===== src/rtl/lpc_pkg.sv =====
package lpc_pkg;

  typedef enum logic [1:0] {
    MODE_STATIC = 2'd0,
    MODE_CIRC   = 2'd1,
    MODE_RAMP   = 2'd2,
    MODE_PRBS   = 2'd3
  } lpc_mode_e;

  localparam int unsigned WORD_W = 16;

  // Fibonacci step for x^16 + x^14 + x^13 + x^11 + 1
  function automatic logic [WORD_W-1:0] lfsr_step(input logic [WORD_W-1:0] s);
    return {s[WORD_W-2:0], s[15] ^ s[13] ^ s[12] ^ s[10]};
  endfunction

endpackage


===== src/rtl/lpc_ref_gen.sv =====
module lpc_ref_gen
  import lpc_pkg::*;
#(
  parameter logic [15:0] SEED      = 16'hACE1,
  parameter logic [7:0]  STATIC_LO = 8'h3C,
  parameter logic [15:0] CIRC_WORD = 16'h55AA
) (
  input  logic        clk,
  input  logic        rst,
  input  logic        load,
  input  logic        adv,
  input  lpc_mode_e   mode,
  input  logic [7:0]  exp_id,
  output logic [15:0] expected
);

  logic [15:0] ramp_q;
  logic [15:0] lfsr_q;

  always_ff @(posedge clk) begin
    if (rst || load) begin
      ramp_q <= '0;
      lfsr_q <= SEED;
    end else if (adv) begin
      ramp_q <= ramp_q + 16'd1;
      lfsr_q <= lfsr_step(lfsr_q);
    end
  end

  always_comb begin
    unique case (mode)
      MODE_STATIC: expected = {exp_id, STATIC_LO};
      MODE_CIRC:   expected = CIRC_WORD;
      MODE_RAMP:   expected = ramp_q;
      default:     expected = lfsr_q;
    endcase
  end

  AST_LFSR_ALIVE: assert property (@(posedge clk) disable iff (rst)
    lfsr_q != 16'd0) else $error("lfsr stuck at zero");

  AST_HOLD_IDLE: assert property (@(posedge clk) disable iff (rst)
    (!adv && !load) |=> ($stable(ramp_q) && $stable(lfsr_q))) else $error("generator moved while idle");

endmodule


===== config.mk =====
export PLATFORM = sky130hd
export DESIGN_NAME = lpc_ref_gen
export DESIGN_NICKNAME = d
export VERILOG_FILES = /design/src/rtl/lpc_pkg.sv /design/src/rtl/lpc_ref_gen.sv
export SDC_FILE = /design/constraint.sdc
export NUM_CORES = 1
export LEC_CHECK = 0
export ABC_AREA = 1
export CORE_AREA = 2 2 58 60
export CTS_BUF_LIST = sky130_fd_sc_hd__clkbuf_16
export CTS_CLUSTER_SIZE = 25
export DETAILED_ROUTE_END_ITERATION = 12
export DIE_AREA = 0 0 60 62
export PLACE_DENSITY = 0.89
export SYNTH_ARGS = -nofsm -noshare
export SYNTH_HDL_FRONTEND = slang
export SYNTH_SLANG_ARGS = --single-unit
export TNS_END_PERCENT = 10

===== constraint.sdc =====
create_clock -name clk -period 3.64 [get_ports clk]
set_clock_uncertainty 0.1 [all_clocks]
set_input_delay 0.364 -clock clk [delete_from_list [all_inputs] [get_ports clk]]
set_output_delay 0.364 -clock clk [all_outputs]
set_load 0.02 [all_outputs]

After elaboration in Yosys (flattened, before gate mapping)
Index checks and enable logic that the tools add are counted.

Register bits: 32. Bits in latches: 0. Bits in writable memories: 0. ROM bits: 0. Output and inout port bits: 16. Memories kept: 0.

$add $sub $neg: 1. Multipliers: 0. Div/mod/pow operators: 0. Magnitude comparators: 0. Eq/ne operators: 2. Shift operators: 0. Mux-type cells: 1. Bitwise operators: 3. Reductions and logical operators: 2.

Operators with widths (number): $pmux W16 S3 (1); $add A16 B1 Y16 const B (1); $xor A1 B1 Y1 (3); $eq A2 B1 Y1 const B (1); $eq A2 B2 Y1 const B (1); $logic_not A2 Y1 (1); $logic_or A1 B1 Y1 (1).

Logic depth before layout (Yosys ltp)
Depth in word-level cells: 3. Gate-level depth with buffers: 9.

Worst setup path after synthesis
No wires, ideal clock.

Path kind: input-to-output. From: input port mode[0]. To: output port expected[0]. Arrival: 1.273 ns. Required time: 3.176 ns. Setup slack: 1.903 ns. Stages on the path: 4. Path through: buf_2 nor2_4 inv_2 o21ai_0.

Word-level cells in the longest chain between the ends: 2. Elaborated cells between the ends (all ways): 4.

RTL lines: start, declared (line lpc_ref_gen.sv:12) `input lpc_mode_e mode,`; $eq A2 B2 Y1, or another cell as far along (line lpc_ref_gen.sv:31) `unique case (mode)`; $pmux W16 S3 (*) (line lpc_ref_gen.sv:31); end, declared (line lpc_ref_gen.sv:14) `output logic [15:0] expected`.

Every way passes the cells marked *; elsewhere a longest branch is shown, timed or not.

Worst setup path in the final report
From: input port mode[0]. To: output port expected[14].

The elaborated chain is that of the path after synthesis.

==> flow_summary_export.csv <==
group,metric,value,unit
clocking,clk_latency,0.28,ns
logic_synthesis,synth_area,1670,um2
final_layout,stdcell_count,325,
clocking,cts_resized,0,
routing,via_per_inst,5.11,
final_layout,final_cell_mix,"nand2_1 (88), dfxtp_1 (32), clkdlybuf4s50_1 (29), a21oi_1 (20)",
worst_hold_path,hp-class,"flip-flop to flip-flop",
global_route,grt_pass1_vias,1554,
logic_synthesis,ys_seq_area_share,38.4,%
sta,final.period_utilization,73.9,%
critical_path,arrival,2.23,ns
sta,fin_ws,0.949,ns
clocking,cts_hold_buf,0,
final_layout,drive_gt1_share,10.4,%
place,port_buffers,29,
critical_path,crit_type,"input port to primary output",
clocking,cts_buffer_depth,2,
routing,drtPass1Iterations,4,
logic_synthesis,yosysWarnings,0,
run,max_cap_viol_count,0,
power_and_ir_drop,p_leak,0.796,nW
logic_synthesis,synth-edff-count,0,
critical_path,reg2reg_from,"ramp_q[1]",
place,dpl.hpwl,2880,um
clocking,cts.clk_slew.worst_paths,0.05,ns
final_layout,nets,293,
power_and_ir_drop,p_total,0.000866,W
sta,min_period,2.69,ns
floorplanning,die_height,62,um
routing,drtIter0Drc,41,
place,pre_cts_slack,0.966,ns
clocking,cts_made_buffers,5,
sta,rsz0062_at_grt,"no",
global_route,grt_pass1_wl,6480,um
floorplanning,coreArea,3180,um2
critical_path,crit_path_start,"mode[0]",
floorplanning,die_w,60,um
routing,wl_per_cell,12.1,um
critical_path,end_kind,"primary output",
global_route,grt_max_degree,26,
floorplanning,ios,30,
routing,vias,1662,
routing,drc,0,
sta,max_slew_margin,68.6,%
clocking,cts_setup_buffers,0,
final_layout,num_antenna_cells,0,
routing,ant_nets,0,
logic_synthesis,syn-mean-instance-area,6.74,um2
floorplanning,dieArea,3720,um2
critical_path,start_kind,"input port",
run_status,outcome,"finished clean",
logic_synthesis,ys_ff_latch,32,
critical_path,rr_endpoint,"ramp_q[6]",
routing,wl,3950,um
sta,slew_violations,0,
clocking,tritoncts,"built",
floorplanning,num_rows,21,
sta,fmax,372,MHz
power_and_ir_drop,ir_drop,0.000392,V
critical_path,crit_required,3.18,ns
critical_path,ff2ff_path_depth,5,
global_route,gr-total-overflow,0,
critical_path,r2r_slack,2.25,ns
logic_synthesis,synth_ff_type,"dfxtp_1",
sta,hold_viol_final,0,
global_route,antenna_found_initial,0,
final_layout,final_common_cell,"nand2_1",
place,place_inst,317,
logic_synthesis,yosysUniqueCellTypes,29,
clocking,cts_sinks,32,
sta,tightest_slew,0.470,ns
final_layout,area.growth.synth_to_final,27.6,%
clocking,h-tree-depth,2,
sta,hold_ws,0.381,ns
logic_synthesis,synth.net_count,263,
floorplanning,initial_core_util,52.5,%
sta,setup_viol,0,
global_route,grtUsageTotal,23.8,%
clocking,clockRootBuffer,"clkbuf_16",
logic_synthesis,async_reset_ff_share,0,%
power_and_ir_drop,p_per_area,406,nW/um2
sta,setup_tns,0,ns
logic_synthesis,syn-instance-count,248,
place,gp_congestion,0.817,
critical_path,cp-endpoint,"expected[14]",
critical_path,cp_max_fo,8,
[per-stage QoR]
step | utilization [%] | area, um2
finish | 67.0 | 2130
global route | 67.0 | 2130
CTS | 67.0 | 2130
detailed placement | 62.7 | 1990
global placement | 62.7 | 1990
floorplan | - | 1670
[power breakdown]
part           switching (W)  total [W]  leakage [nW]  internal, W
logic              0.0000612   0.000112         0.462    0.0000510
registers         0.00000636   0.000364         0.260     0.000358
clock network       0.000144   0.000389        0.0738     0.000245
[layer usage]
metal	vias to the layer above	global-route usage, %	part of all wire [%]
met1	763	26.5	45
met2	33	40.5	48
li1	858	-	-
met5	-	0	0
met3	8	8.07	4.8
met4	0	12.4	2.2
[cells in the mapped netlist (5+ instances only)]
master	count	area share (%)
nand2_1	88	20
dfxtp_1	32	38
a21oi_1	20	6.0
nor2_1	18	4.0
inv_1	16	3.6
nand3_1	14	4.2
inv_2	5	1.1
nor2_2	5	1.9
nor2_4	5	3.4
o21ai_0	5	1.5
[flip-flops by register name, summed over array words and instances (netlist names)]
name    count
lfsr_q     16
ramp_q     16
[critical path, stage by stage]
cell and delay [ns]:
clkdlybuf4s50_1 0.55, nor2_1 0.44, nand2_1 0.12, o2111ai_1 0.11, clkdlybuf4s50_1 0.63
[worst min-delay path by stage]
stage | endpoint | from | cells past startpoint | slack (ns)
floorplan | lfsr_q[7] | lfsr_q[7] | 2 | 0.35
global placement | lfsr_q[6] | lfsr_q[6] | 2 | 0.37
detailed placement | lfsr_q[3] | lfsr_q[3] | 2 | 0.37
CTS | lfsr_q[3] | lfsr_q[3] | 2 | 0.38
global route | lfsr_q[3] | lfsr_q[3] | 2 | 0.41
finish | lfsr_q[9] | lfsr_q[9] | 2 | 0.38
[area by class of cell]
class,instances,area [um2]
fillers,281,1050
multi-input cells,186,908
flip-flops and latches,32,641
repair buffers,31,305
clock buffers,5,125
inverters,22,82.6
well taps,46,57.6
clock inverters,3,11.3
[cells by family (layout without fill, tap and decap cells)]
group                      count (synthesis)  in the layout  share of synthesized area [%]
xor gates and xnor gates                   4              4                           2.10
buffers and inverters                     30             61                           7.27
DFF                                       32             32                           38.4
adders and majority gates                  1              1                          0.749
AOI/OAI and AO/OA                         38             38                           13.1
and+or+nand+nor                          143            143                           38.4
(Power assumes the default switching activity.)
